## src/rtl/dmac_csr_pkg.sv

```systemverilog
package dmac_csr_pkg;
  localparam int AW       = 10;
  localparam int DW       = 32;
  localparam int MAX_CHAN = 32;
  localparam int NSRC     = 5;

  // Register numbers decoded by software drivers; positions are fixed.
  localparam logic [AW-1:0] A_GCFG     = 10'h180;
  localparam logic [AW-1:0] A_ERRST    = 10'h181;
  localparam logic [AW-1:0] A_IRQEN    = 10'h182;
  localparam logic [AW-1:0] A_TXACT_S  = 10'h184;
  localparam logic [AW-1:0] A_TXACT_R  = 10'h185;
  localparam logic [AW-1:0] A_TXEOB    = 10'h186;
  localparam logic [AW-1:0] A_TXDERR   = 10'h187;
  localparam logic [AW-1:0] A_RXACT_S  = 10'h190;
  localparam logic [AW-1:0] A_RXACT_R  = 10'h191;
  localparam logic [AW-1:0] A_RXEOB    = 10'h192;
  localparam logic [AW-1:0] A_RXDERR   = 10'h193;
  localparam int            A_TXPTR_BASE = 'h1A0;
  localparam int            A_RXPTR_BASE = 'h1C0;
  localparam int            A_RXBSZ_BASE = 'h1E0;

  localparam logic [DW-1:0] GCFG_RST   = 32'h0007_C000;
  localparam logic [DW-1:0] GCFG_KEEP  = 32'h00FF_C087;
  localparam logic [DW-1:0] TXACT_KEEP = 32'hF000_0000;
  localparam logic [DW-1:0] RXACT_KEEP = 32'hC000_0000;
  localparam logic [DW-1:0] BSZ_KEEP   = 32'h0000_00FF;
  localparam logic [DW-1:0] PTR_KEEP   = 32'hFFFF_FFFF;
  localparam logic [NSRC-1:0] IRQEN_KEEP = 5'h1F;
  localparam int GCFG_SOFT_BIT = 31;

  // Interrupt enable bit positions
  localparam int IRQ_ERR    = 0;
  localparam int IRQ_TXEOB  = 1;
  localparam int IRQ_RXEOB  = 2;
  localparam int IRQ_TXDERR = 3;
  localparam int IRQ_RXDERR = 4;
endpackage

```

## src/rtl/dmac_mask_reg.sv

```systemverilog
module dmac_mask_reg #(
  parameter int            W    = 32,
  parameter logic [W-1:0]  RSTV = '0,
  parameter logic [W-1:0]  KEEP = '1
) (
  input  logic         clk,
  input  logic         rst,
  input  logic         soft_clr,
  input  logic         wr_hit,
  input  logic [W-1:0] wdata,
  output logic [W-1:0] q
);
  // A write wins over the soft restart so that the restart-plus-store on the
  // configuration word ends with the stored value.
  always_ff @(posedge clk) begin
    if (rst)           q <= RSTV;
    else if (wr_hit)   q <= wdata & KEEP;
    else if (soft_clr) q <= RSTV;
  end

  AST_MASK_WRITE: assert property (@(posedge clk) disable iff (rst)
    wr_hit |=> (q == ($past(wdata) & KEEP)));

  AST_SOFT_RESTART: assert property (@(posedge clk) disable iff (rst)
    (soft_clr && !wr_hit) |=> (q == RSTV));
endmodule

```

## src/rtl/dmac_w1c_reg.sv

```systemverilog
module dmac_w1c_reg #(
  parameter int W = 32
) (
  input  logic         clk,
  input  logic         rst,
  input  logic         soft_clr,
  input  logic         wr_hit,
  input  logic [W-1:0] wdata,
  input  logic [W-1:0] set,
  output logic [W-1:0] q
);
  logic [W-1:0] kept;

  always_comb begin
    if (soft_clr)    kept = '0;
    else if (wr_hit) kept = q & ~wdata;
    else             kept = q;
  end

  // Set pulses are ORed in after the clear so they always survive.
  always_ff @(posedge clk) begin
    if (rst) q <= '0;
    else     q <= kept | set;
  end

  AST_SET_WINS: assert property (@(posedge clk) disable iff (rst)
    (set != '0) |=> ((q & $past(set)) == $past(set)));

  AST_W1C_CLEARS: assert property (@(posedge clk) disable iff (rst)
    (wr_hit && !soft_clr) |=> ((q & $past(wdata) & ~$past(set)) == '0));

  AST_STATUS_HOLDS: assert property (@(posedge clk) disable iff (rst)
    (!wr_hit && !soft_clr && (set == '0)) |=> $stable(q));
endmodule

```

## src/rtl/dmac_chan_window.sv

```systemverilog
module dmac_chan_window #(
  parameter int                        N    = 4,
  parameter int                        BASE = 'h1A0,
  parameter logic [dmac_csr_pkg::DW-1:0] KEEP = '1
) (
  input  logic                          clk,
  input  logic                          rst,
  input  logic                          wr,
  input  logic [dmac_csr_pkg::AW-1:0]   addr,
  input  logic [dmac_csr_pkg::DW-1:0]   wdata,
  output logic                          hit,
  output logic [dmac_csr_pkg::DW-1:0]   rdata
);
  import dmac_csr_pkg::*;

  logic [DW-1:0] ent [N];
  logic [N-1:0]  sel;

  // One-hot entry select; numbers past BASE+N-1 select nothing.
  always_comb begin
    for (int i = 0; i < N; i++) sel[i] = (addr == AW'(BASE + i));
  end

  assign hit = |sel;

  always_comb begin
    rdata = '0;
    for (int i = 0; i < N; i++) if (sel[i]) rdata = rdata | ent[i];
  end

  always_ff @(posedge clk) begin
    if (rst) begin
      for (int i = 0; i < N; i++) ent[i] <= '0;
    end else if (wr) begin
      for (int i = 0; i < N; i++) if (sel[i]) ent[i] <= wdata & KEEP;
    end
  end

  AST_WIN_ONEHOT: assert property (@(posedge clk) disable iff (rst)
    $onehot0(sel));

  AST_WIN_STORE: assert property (@(posedge clk) disable iff (rst)
    (wr && hit) |=> (rdata == ($past(wdata) & KEEP)) || ($past(addr) != addr));
endmodule

```

## src/rtl/dmac_irq_gen.sv

```systemverilog
module dmac_irq_gen #(
  parameter int NSRC = 5
) (
  input  logic            clk,
  input  logic            rst,
  input  logic [NSRC-1:0] en,
  input  logic [NSRC-1:0] pend,
  output logic            irq
);
  always_ff @(posedge clk) begin
    if (rst) irq <= 1'b0;
    else     irq <= |(en & pend);
  end

  AST_IRQ_MASKED: assert property (@(posedge clk) disable iff (rst)
    (en == '0) |=> !irq);

  AST_IRQ_RAISED: assert property (@(posedge clk) disable iff (rst)
    ((en & pend) != '0) |=> irq);
endmodule

```

## src/rtl/dmac_csr_bank.sv

```systemverilog
module dmac_csr_bank #(
  parameter int TXC_NUM = 4,
  parameter int RXC_NUM = 4
) (
  input  logic        clk,
  input  logic        rst,
  input  logic [9:0]  bus_addr,
  input  logic [31:0] bus_wdata,
  input  logic        bus_wr,
  input  logic        bus_rd,
  output logic [31:0] bus_rdata,
  output logic        bus_rvalid,
  input  logic [31:0] err_set,
  input  logic [31:0] tx_eob_set,
  input  logic [31:0] tx_derr_set,
  input  logic [31:0] rx_eob_set,
  input  logic [31:0] rx_derr_set,
  output logic        irq
);
  import dmac_csr_pkg::*;

  // Channel counts are checked while the design is elaborated.
  if ((TXC_NUM < 1) || (TXC_NUM > MAX_CHAN)) begin : g_txc_bad
    $error("TXC_NUM must lie in 1..32");
  end
  if ((RXC_NUM < 1) || (RXC_NUM > MAX_CHAN)) begin : g_rxc_bad
    $error("RXC_NUM must lie in 1..32");
  end

  logic soft_rst;
  assign soft_rst = bus_wr && (bus_addr == A_GCFG) && bus_wdata[GCFG_SOFT_BIT];

  function automatic logic wr_at(input logic [AW-1:0] a, input logic we,
                                 input logic [AW-1:0] num);
    return we && (a == num);
  endfunction

  // ---------------- control words with write masks ----------------
  logic [DW-1:0]   gcfg_q, txact_s_q, txact_r_q, rxact_s_q, rxact_r_q;
  logic [NSRC-1:0] irqen_q;

  dmac_mask_reg #(.W(DW), .RSTV(GCFG_RST), .KEEP(GCFG_KEEP)) u_gcfg (
    .clk(clk), .rst(rst), .soft_clr(soft_rst),
    .wr_hit(wr_at(bus_addr, bus_wr, A_GCFG)), .wdata(bus_wdata), .q(gcfg_q));

  dmac_mask_reg #(.W(NSRC), .RSTV('0), .KEEP(IRQEN_KEEP)) u_irqen (
    .clk(clk), .rst(rst), .soft_clr(soft_rst),
    .wr_hit(wr_at(bus_addr, bus_wr, A_IRQEN)), .wdata(bus_wdata[NSRC-1:0]), .q(irqen_q));

  dmac_mask_reg #(.W(DW), .RSTV('0), .KEEP(TXACT_KEEP)) u_txact_s (
    .clk(clk), .rst(rst), .soft_clr(soft_rst),
    .wr_hit(wr_at(bus_addr, bus_wr, A_TXACT_S)), .wdata(bus_wdata), .q(txact_s_q));

  dmac_mask_reg #(.W(DW), .RSTV('0), .KEEP(TXACT_KEEP)) u_txact_r (
    .clk(clk), .rst(rst), .soft_clr(soft_rst),
    .wr_hit(wr_at(bus_addr, bus_wr, A_TXACT_R)), .wdata(bus_wdata), .q(txact_r_q));

  dmac_mask_reg #(.W(DW), .RSTV('0), .KEEP(RXACT_KEEP)) u_rxact_s (
    .clk(clk), .rst(rst), .soft_clr(soft_rst),
    .wr_hit(wr_at(bus_addr, bus_wr, A_RXACT_S)), .wdata(bus_wdata), .q(rxact_s_q));

  dmac_mask_reg #(.W(DW), .RSTV('0), .KEEP(RXACT_KEEP)) u_rxact_r (
    .clk(clk), .rst(rst), .soft_clr(soft_rst),
    .wr_hit(wr_at(bus_addr, bus_wr, A_RXACT_R)), .wdata(bus_wdata), .q(rxact_r_q));

  // ---------------- write-one-to-clear status words ----------------
  localparam int NST = 5;
  localparam logic [AW-1:0] ST_ADDR [NST] = '{A_ERRST, A_TXEOB, A_RXEOB, A_TXDERR, A_RXDERR};

  logic [DW-1:0]   st_set [NST];
  logic [DW-1:0]   st_q   [NST];
  logic [NSRC-1:0] st_pend;

  // Order follows the interrupt enable bit positions.
  assign st_set[IRQ_ERR]    = err_set;
  assign st_set[IRQ_TXEOB]  = tx_eob_set;
  assign st_set[IRQ_RXEOB]  = rx_eob_set;
  assign st_set[IRQ_TXDERR] = tx_derr_set;
  assign st_set[IRQ_RXDERR] = rx_derr_set;

  for (genvar g = 0; g < NST; g++) begin : g_status
    dmac_w1c_reg #(.W(DW)) u_st (
      .clk(clk), .rst(rst), .soft_clr(soft_rst),
      .wr_hit(wr_at(bus_addr, bus_wr, ST_ADDR[g])),
      .wdata(bus_wdata), .set(st_set[g]), .q(st_q[g]));
    assign st_pend[g] = |st_q[g];
  end

  // ---------------- per-channel windows ----------------
  logic          txp_hit, rxp_hit, bsz_hit;
  logic [DW-1:0] txp_rd, rxp_rd, bsz_rd;

  dmac_chan_window #(.N(TXC_NUM), .BASE(A_TXPTR_BASE), .KEEP(PTR_KEEP)) u_txptr (
    .clk(clk), .rst(rst), .wr(bus_wr), .addr(bus_addr), .wdata(bus_wdata),
    .hit(txp_hit), .rdata(txp_rd));

  dmac_chan_window #(.N(RXC_NUM), .BASE(A_RXPTR_BASE), .KEEP(PTR_KEEP)) u_rxptr (
    .clk(clk), .rst(rst), .wr(bus_wr), .addr(bus_addr), .wdata(bus_wdata),
    .hit(rxp_hit), .rdata(rxp_rd));

  dmac_chan_window #(.N(RXC_NUM), .BASE(A_RXBSZ_BASE), .KEEP(BSZ_KEEP)) u_rxbsz (
    .clk(clk), .rst(rst), .wr(bus_wr), .addr(bus_addr), .wdata(bus_wdata),
    .hit(bsz_hit), .rdata(bsz_rd));

  // ---------------- read path ----------------
  logic [DW-1:0] rd_next;

  always_comb begin
    unique case (bus_addr)
      A_GCFG:    rd_next = gcfg_q;
      A_ERRST:   rd_next = st_q[IRQ_ERR];
      A_IRQEN:   rd_next = DW'(irqen_q);
      A_TXACT_S: rd_next = txact_s_q;
      A_TXACT_R: rd_next = txact_r_q;
      A_TXEOB:   rd_next = st_q[IRQ_TXEOB];
      A_TXDERR:  rd_next = st_q[IRQ_TXDERR];
      A_RXACT_S: rd_next = rxact_s_q;
      A_RXACT_R: rd_next = rxact_r_q;
      A_RXEOB:   rd_next = st_q[IRQ_RXEOB];
      A_RXDERR:  rd_next = st_q[IRQ_RXDERR];
      default:   rd_next = txp_rd | rxp_rd | bsz_rd;
    endcase
  end

  always_ff @(posedge clk) begin
    if (rst) begin
      bus_rvalid <= 1'b0;
      bus_rdata  <= '0;
    end else begin
      bus_rvalid <= bus_rd;
      if (bus_rd) bus_rdata <= rd_next;
    end
  end

  // ---------------- interrupt ----------------
  dmac_irq_gen #(.NSRC(NSRC)) u_irq (
    .clk(clk), .rst(rst), .en(irqen_q), .pend(st_pend), .irq(irq));

  AST_RVALID_AFTER_RD: assert property (@(posedge clk) disable iff (rst)
    bus_rd |=> bus_rvalid);

  AST_RVALID_IDLE: assert property (@(posedge clk) disable iff (rst)
    !bus_rd |=> !bus_rvalid);

  AST_WINDOWS_DISJOINT: assert property (@(posedge clk) disable iff (rst)
    $countones({txp_hit, rxp_hit, bsz_hit}) <= 1);

  AST_SOFT_DROPS_ENABLE: assert property (@(posedge clk) disable iff (rst)
    soft_rst |=> (irqen_q == '0));
endmodule

```

## config.mk

```make
export PLATFORM = sky130hd
export DESIGN_NAME = dmac_csr_bank
export DESIGN_NICKNAME = d
export VERILOG_FILES = /design/src/rtl/dmac_csr_pkg.sv /design/src/rtl/dmac_mask_reg.sv /design/src/rtl/dmac_w1c_reg.sv /design/src/rtl/dmac_chan_window.sv /design/src/rtl/dmac_irq_gen.sv /design/src/rtl/dmac_csr_bank.sv
export SDC_FILE = /design/constraint.sdc
export NUM_CORES = 1
export LEC_CHECK = 0
export BUFFER_PORTS_ARGS = -buffer_cell sky130_fd_sc_hd__buf_2
export CAP_MARGIN = 20
export CORE_MARGIN = 1.5
export CORE_UTILIZATION = 30
export CTS_CLUSTER_SIZE = 12
export DETAILED_ROUTE_END_ITERATION = 8
export PLACE_DENSITY_LB_ADDON = 0.12
export SLEW_MARGIN = 20
export SYNTH_ARGS = -nofsm -noshare
export SYNTH_HDL_FRONTEND = slang
export SYNTH_HIERARCHICAL = 1
export SYNTH_SLANG_ARGS = --single-unit
```

## constraint.sdc

```tcl
create_clock -name clk -period 3.2 [get_ports clk]
set_input_delay 0.32 -clock clk [delete_from_list [all_inputs] [get_ports clk]]
set_output_delay 0.32 -clock clk [all_outputs]
set_load 0.1 [all_outputs]
```

==> results of run 1 <==
==> cells by family (layout without fill, tap and decap cells) <==
group	after synthesis	after routing	synth area share, %
AOI/OAI and AO/OA	342	342	9.263
buffers and inverters	346	651	8.283
and+or+nand+nor	960	960	19.87
muxes	174	174	12.02
other	6	163	0.08642
DFF	513	513	50.48
==> critical path: stages <==
cell     delay, ns
buf_2         0.13
buf_12        0.18
nor4b_2       0.80
buf_4         0.29
and3_1        0.26
and3_1        0.20
buf_4         0.37
nand2_1       0.11
a31oi_1       0.20
nor2_1        0.06
==> cells in the mapped netlist, types with 6 or more instances <==
| cell type | number |
|---|---|
| nor2_1 | 191 |
| or2_2 | 7 |
| inv_1 | 19 |
| a32oi_1 | 10 |
| a21oi_1 | 36 |
| a221oi_1 | 15 |
| nand2b_1 | 9 |
| clkbuf_1 | 75 |
| nor3_1 | 31 |
| buf_4 | 164 |
| or4_1 | 10 |
| nand4_1 | 13 |
| nor4_1 | 43 |
| o22ai_1 | 13 |
| mux2i_1 | 47 |
| buf_2 | 39 |
| nand3_1 | 17 |
| buf_6 | 22 |
| a22o_1 | 17 |
| edfxtp_1 | 288 |
| clkbuf_2 | 15 |
| or3b_1 | 18 |
| a31oi_1 | 164 |
| and2_1 | 99 |
| buf_1 | 11 |
| conb_1 | 6 |
| and3_1 | 216 |
| a32o_1 | 11 |
| o41ai_1 | 6 |
| mux2_2 | 19 |
| nand2_1 | 225 |
| dfxtp_1 | 225 |
| mux4_2 | 104 |
| o211ai_1 | 8 |
| a41o_1 | 9 |
| and2_2 | 42 |
| o221ai_1 | 12 |
| o32ai_1 | 9 |
==> power by group <==
part | switching (mW) | internal, mW
sequential | 0.221 | 7.29
clock | 2.84 | 3.84
combinational | 1.05 | 0.742
total | 4.11 | 11.9
==> through the flow <==
step	hold slack [ns]	total power, mW	utilization, %	instances	worst slack, ns
floorplan	0.3891	8.587	-	2493	0.6290
global placement	0.4633	9.269	33.21	3672	-0.1528
detailed placement	0.4591	9.291	33.22	3672	0.1482
CTS	0.07501	16.12	37.27	3942	0.8146
global route	0.1056	16.51	37.27	3942	0.6408
finish	0.1247	15.99	37.29	3947	0.7274
==> layout by cell type (no fill, tap or decap), types with 9 or more instances in the layout <==
master | netlist | routed
edfxtp_1 | 288 | 288
buf_2 | 39 | 236
nand2_1 | 225 | 225
dfxtp_1 | 225 | 225
and3_1 | 216 | 216
nor2_1 | 191 | 188
a31oi_1 | 164 | 164
dlygate4sd3_1 | 0 | 160
conb_1 | 6 | 158
mux4_2 | 104 | 104
buf_4 | 164 | 104
and2_1 | 99 | 99
clkbuf_16 | 0 | 60
mux2i_1 | 47 | 47
nor4_1 | 43 | 42
and2_2 | 42 | 42
a21oi_1 | 36 | 36
nor3_1 | 31 | 25
inv_1 | 19 | 19
mux2_2 | 19 | 19
clkbuf_1 | 75 | 19
buf_12 | 0 | 19
or3b_1 | 18 | 18
nand3_1 | 17 | 17
a22o_1 | 17 | 17
a221oi_1 | 15 | 15
nand4_1 | 13 | 13
o22ai_1 | 13 | 13
o221ai_1 | 12 | 12
a32o_1 | 11 | 11
a32oi_1 | 10 | 10
or4_1 | 10 | 10
clkinv_2 | 0 | 10
clkinv_1 | 0 | 10
nand2b_1 | 9 | 9
o32ai_1 | 9 | 9
==> flip-flops by register name (all words and copies together), names as in the netlist, 2 cells and up <==
register and cells:
bus_rdata 32, g_status.u_st/q 160, u_gcfg/q 14, u_irqen/q 5, u_rxact_r/q 2, u_rxact_s/q 2, u_rxbsz/ent 32, u_rxptr/ent 128
u_txact_r/q 4, u_txact_s/q 4, u_txptr/ent 128
==> worst min path at each step <==
stage | end | slack (ns) | cells after the start
5_1_grt | g_status[0].u_st/q[27]$_SDFF_PP0_ | 0.11 | 2
2_1_floorplan | u_irq/irq$_SDFF_PP0_ | 0.39 | 1
4_1_cts | g_status[0].u_st/q[30]$_SDFF_PP0_ | 0.08 | 2
3_5_place_dp | bus_rdata[16]$_SDFFE_PP0P_ | 0.46 | 1
3_3_place_gp | u_gcfg/q[19]$_SDFFE_PP0P_ | 0.46 | 2
6_report | g_status[0].u_st/q[30]$_SDFF_PP0_ | 0.12 | 2
==> metal layers <==
layer | vias to the layer above | share of wire (%)
li1 | 9339 | -
met1 | 10539 | 45
met2 | 761 | 47
met3 | 135 | 5.9
met4 | 2 | 2.2
met5 | - | 0.013
==> cell type report <==
type	count	area [µm²]
Antenna cell	5	12.51
Fill cell	8433	53650
Multi-Input combinational cell	1634	11380
Sequential cell	513	13150
Clock buffer	83	1628
Clock inverter	27	240.2
Timing Repair Buffer	522	3981
Inverter	19	71.32
Tap cell	1144	1431
==> repair_timing <==
item                                    4_1_cts  5_1_grt
hold buffers                                160        0
endpoints found under the setup margin        0        0
hold endpoints to repair                    160        0
==> metrics.md, run 1 <==
| Metric | Value |
|---|---|
| Min-Delay Path Class | `input pin to flop` |
| Gr busiest metal | `met2` |
| Initial antenna violation count | `6` |
| Layout Skew | `0.01673 ns` |
| Leak | `12.53 nW` |
| Drc violations | `0` |
| DP Area | `0.02842 mm²` |
| Routability cong. | `0.8464` |
| Drt pass-1 iters | `5` |
| Cell taking the most area after synthesis | `edfxtp_1` |
| Number of synthesized flops with an enable pin | `288` |
| Final setup viols | `0` |
| WS Path Type | `input pin to flop` |
| Crit Reg-Reg Endpoint | `u_irq/irq$_SDFF_PP0_` |
| Yosys warns | `6` |
| H-tree depth | `2` |
| Crit-path max FO | `41` |
| Vias in the first global route | `20813` |
| Worst Tran Pin Value | `1.006 ns` |
| Critical Path End | `g_status[4].u_st/q[0]$_SDFF_PP0_` |
| Finished layout cell area | `0.03190 mm²` |
| Maximum capacitance violations | `0` |
| Synth async-reset ratio | `0%` |
| Clk slew on worst S/H paths | `0.06 ns` |
| Final hold violation count | `0` |
| Peak Freq | `404.4 MHz` |
| Io pins | `240` |
| Clk sinks | `513` |
| Total grt overflow | `0` |
| R2R setup slack | `1.00 ns` |
| Synth Flop Type | `edfxtp_1` |
| Post-Syn Instances | `2341` |
| Clock Tree Buf Depth | `3` |
| Num rows | `107` |
| Tcrit/Tclk final | `77.27%` |
| Status | `completed` |
| I/O Buffers | `239` |
| Synth Register Bits | `513` |
| WL per Instance | `26.11 µm` |
| Cell depth of the worst flop-to-flop path | `5` |
| FF-to-FF Start | `g_status[3].u_st/q[23]$_SDFF_PP0_` |
| Core Area | `0.08555 mm²` |
| Worst vdd ir | `452.5 µV` |
| Setup crit start kind | `input pin` |
| Initial Utilization | `30.46%` |
| Synth area leaders | `edfxtp_1 (33%), dfxtp_1 (17%), mux4_2 (9.0%)` |
| M3 GR Usage | `3.165%` |
| CTS tree | `yes` |
| Nets@finish | `2955` |
| DIE AREA | `0.08863 mm²` |
| Via/cell ratio | `5.264` |
| Root Driver | `clkbuf_16` |
| GRT met2 Usage | `37.46%` |
| Setup bufs post-CTS | `0` |
| Area share of the largest cell type after synthesis | `33.19%` |
| Antenna-violating nets left | `0` |
| Detailed placer's ending HPWL | `71640 µm` |
| CP startpoint | `bus_addr[2]` |
| Worst-Skew Late Latency | `0.63 ns` |
| First-pass GRT wire length | `148500 µm` |
| Critical Path AT | `2.96 ns` |
| Slew headroom | `31.98%` |
| Synth Cell Area | `0.02606 mm²` |
| Critical path endpoint category | `flop` |
| Met1 GRT Util | `31.49%` |
| RSZ-0062 raised after global routing | `no` |
| Slew Limit Fails | `0` |
| Worst Hold Launch | `rst` |
| Layout cell share with drive strength beyond 1 | `23.48%` |
| CP required | `3.68 ns` |
| Vias | `20776` |
| CTS Buf Count | `59` |
| Setup TNS | `0 ns` |
| Crit path time final | `2.473 ns` |
| Area delta synth->final | `22.41%` |
| Register area share after synthesis | `50.48%` |
| Die Width | `297.7 µm` |
| Post-CTS sizing | `0` |
| Largest net degree at the start of global routing | `70` |
| Die H | `297.7 µm` |
| WL final | `103000 µm` |
| Post-synth cell types | `75` |
| Mean Syn Cell Area | `11.13 µm²` |
| Total track usage | `22.74%` |
| Starting DRC count in detailed routing | `1564` |
| Pwr Density | `501.2 mW/mm²` |
Note: power is estimated with default switching activity, not from simulation.
==> run 2: changes to the inputs <==
==> constraint.sdc (replaced) <==
create_clock -name clk -period 2.4 [get_ports clk]
set_input_delay 0.24 -clock clk [delete_from_list [all_inputs] [get_ports clk]]
set_output_delay 0.24 -clock clk [all_outputs]
set_load 0.1 [all_outputs]
==> metrics.md, run 2 (synthesis gave the netlist of run 1 again) <==
| Metric | Value |
|---|---|
| Critical Path End | `u_irq/irq$_SDFF_PP0_` |
| Crit Reg-Reg Endpoint | `u_irq/irq$_SDFF_PP0_` |
| Clk sinks | `513` |
| Logic pwr share | `11.3%` |
| Critical path endpoint category | `flop` |
| Nets@finish | `3069` |
| Drt pass-1 iters | `7` |
| Min-Delay Path Class | `input pin to flop` |
| First-pass GRT wire length | `151800 µm` |
| Cell depth of the worst flop-to-flop path | `7` |
| Post-CTS sizing | `0` |
| Commonest non-fill, non-tap cell in the layout | `edfxtp_1` |
| Max FFs per register | `160` |
| Slew headroom | `53.90%` |
| Clk slew on worst S/H paths | `0.06 ns` |
| WL per Instance | `25.89 µm` |
| Routability cong. | `0.8545` |
| Hold slack | `0.06837 ns` |
| Die Width | `297.7 µm` |
| Initial antenna violation count | `10` |
| Via/cell ratio | `5.203` |
| Leak | `13.34 nW` |
| Total grt overflow | `0` |
| Worst vdd ir | `579.9 µV` |
| Detailed placer's ending HPWL | `75180 µm` |
| Largest net degree at the start of global routing | `121` |
| Register share of total power | `44.9%` |
| Slew Limit Fails | `0` |
| Status | `completed` |
| WS Path Type | `flop to flop` |
| Peak Freq | `466.4 MHz` |
| Reg with most FFs | `g_status.u_st/q` |
| Root Driver | `clkbuf_16` |
| Initial Utilization | `30.46%` |
| Total track usage | `23.29%` |
| Levels on crit path | `7` |
| Area delta synth->final | `28.15%` |
| Critical Path Max Stage Delay | `0.41 ns` |
| Clock Tree Buf Depth | `3` |
| Critical Path AT | `2.63 ns` |
| Worst Tran Pin Value | `0.6862 ns` |
| Die H | `297.7 µm` |
| Critical Path, Cell by Cell | `nor4_1, buf_4, nand4_1, buf_4, or2_2, a222oi_1, a21oi_1` |
| Io pins | `240` |
| NetSw | `5.680 mW` |
| Vias | `21128` |
| Num rows | `107` |
| WP buf/inv | `2` |
| WL final | `105100 µm` |
| Maximum capacitance violations | `0` |
| Core Area | `0.08555 mm²` |
| RSZ-0062 raised after global routing | `no` |
| R2R setup slack | `0.26 ns` |
| Antenna-violating nets left | `0` |
| Crit path time final | `2.144 ns` |
| CP required | `2.89 ns` |
| Layout cell share with drive strength beyond 1 | `27.04%` |
| Slowest-stage cell, CP | `nor4_1` |
| DIE AREA | `0.08863 mm²` |
| I/O Buffers | `239` |
| Crit path max-delay family | `simple AND/OR/NAND/NOR gates` |
| Final setup viols | `0` |
| H-tree depth | `2` |
| Commonest cells after routing, fill and taps aside | `edfxtp_1 (288), buf_2 (236), nand2_1 (225), dfxtp_1 (225), and3_1 (215)` |
| Vias in the first global route | `21233` |
| Final hold violation count | `0` |
| CP startpoint | `g_status[4].u_st/q[18]$_SDFF_PP0_` |
| Starting DRC count in detailed routing | `1805` |
| Crit-path max FO | `3` |
| CTS Buf Count | `60` |
| CTS tree | `yes` |
| FF-to-FF Start | `g_status[4].u_st/q[18]$_SDFF_PP0_` |
| Top Registers | `g_status.u_st/q (160), u_rxptr/ent (128), u_txptr/ent (128)` |
| Final Power | `22.38 mW` |
| CP most frequent cell | `buf_4` |
| Worst-Skew Late Latency | `0.65 ns` |
| Layout Skew | `0.01564 ns` |
| Setup crit start kind | `flop` |
| Switching share of power | `25.38%` |
| Drc violations | `0` |
| Tcrit/Tclk final | `89.33%` |
| Pwr Density | `670.1 mW/mm²` |
| Power share of the clock group | `43.9%` |
| Internal power | `16.70 mW` |
## run 2: cell count changes in the layout (fill, tap and decap cells not counted), moves of 2 or more
cell | before | now
diode_2 | 5 | 3
clkinvlp_4 | 1 | 3
inv_16 | 0 | 2
clkinv_1 | 10 | 1
buf_12 | 19 | 50
clkbuf_8 | 4 | 16
clkbuf_1 | 19 | 12
bufinv_16 | 4 | 7
buf_4 | 104 | 185
## run 2: power groups by stage
stage,clock (mW),sequential [mW],combinational (mW)
after floorplan,0,10.2,1.20
final,9.81,10.0,2.53
after CTS,10.0,10.0,2.52
after global routing,10.3,10.1,2.68
after global placement,0,10.2,2.29
after detailed placement,0,10.2,2.30
## run 2: area by class of cell
class,instances,area [µm²]
diodes,3,7.507
clock buffers,88,1767
clock inverters,25,365.4
fillers,8267,52160
inverters,19,71.32
multi-input cells,1634,11380
flip-flops and latches,513,13150
well taps,1144,1431
repair buffers,635,5220
## run 2: metal layers
| layer | part of all wire (%) | global-route usage [%] | up-vias |
|---|---|---|---|
| li1 | - | - | 9578 |
| met1 | 44 | 31.54 | 10584 |
| met2 | 46 | 37.48 | 809 |
| met3 | 6.6 | 4.426 | 155 |
| met4 | 3.2 | 7.313 | 2 |
| met5 | 0.0095 | 0 | - |
## run 2: timing repair
item                                   CTS  global route
endpoints found under the hold margin  161             0
buffers inserted                         0             0
hold buffers                           161             0
## run 2: worst reg2reg max path, cell delays in order, from the launching register on
cell	delay (ns)
dfxtp_1	0.36
nor4_1	0.41
buf_4	0.18
nand4_1	0.08
buf_4	0.16
or2_2	0.32
a222oi_1	0.30
a21oi_1	0.17
## run 2: metrics by stage
step                setup slack (ns)  instances  cell area, µm²  setup TNS (ns)  util [%]
floorplan                    0.06894       2493           26630               0         -
global placement             -0.2665       3784           29640          -4.544     34.65
detailed placement           -0.2769       3784           29640          -4.053     34.65
CTS                           0.2283       4058           33380               0     39.02
global route                  0.1757       4059           33390               0     39.03
finish                        0.2560       4061           33390               0     39.03
## run 2: worst min-delay path by stage
stage / startpoint / to / slack (ns) / depth (start not counted)
after detailed placement: rx_eob_set[9] / g_status[2].u_st/q[9]$_SDFF_PP0_ / 0.45 / 3
after floorplan: rst / u_irq/irq$_SDFF_PP0_ / 0.31 / 1
after global placement: tx_derr_set[18] / g_status[3].u_st/q[18]$_SDFF_PP0_ / 0.45 / 3
final: bus_wdata[11] / g_status[4].u_st/q[11]$_SDFF_PP0_ / 0.07 / 4
after CTS: bus_wdata[11] / g_status[4].u_st/q[11]$_SDFF_PP0_ / 0.03 / 4
after global routing: bus_wdata[4] / u_irqen/q[4]$_SDFFE_PP0P_ / 0.07 / 3
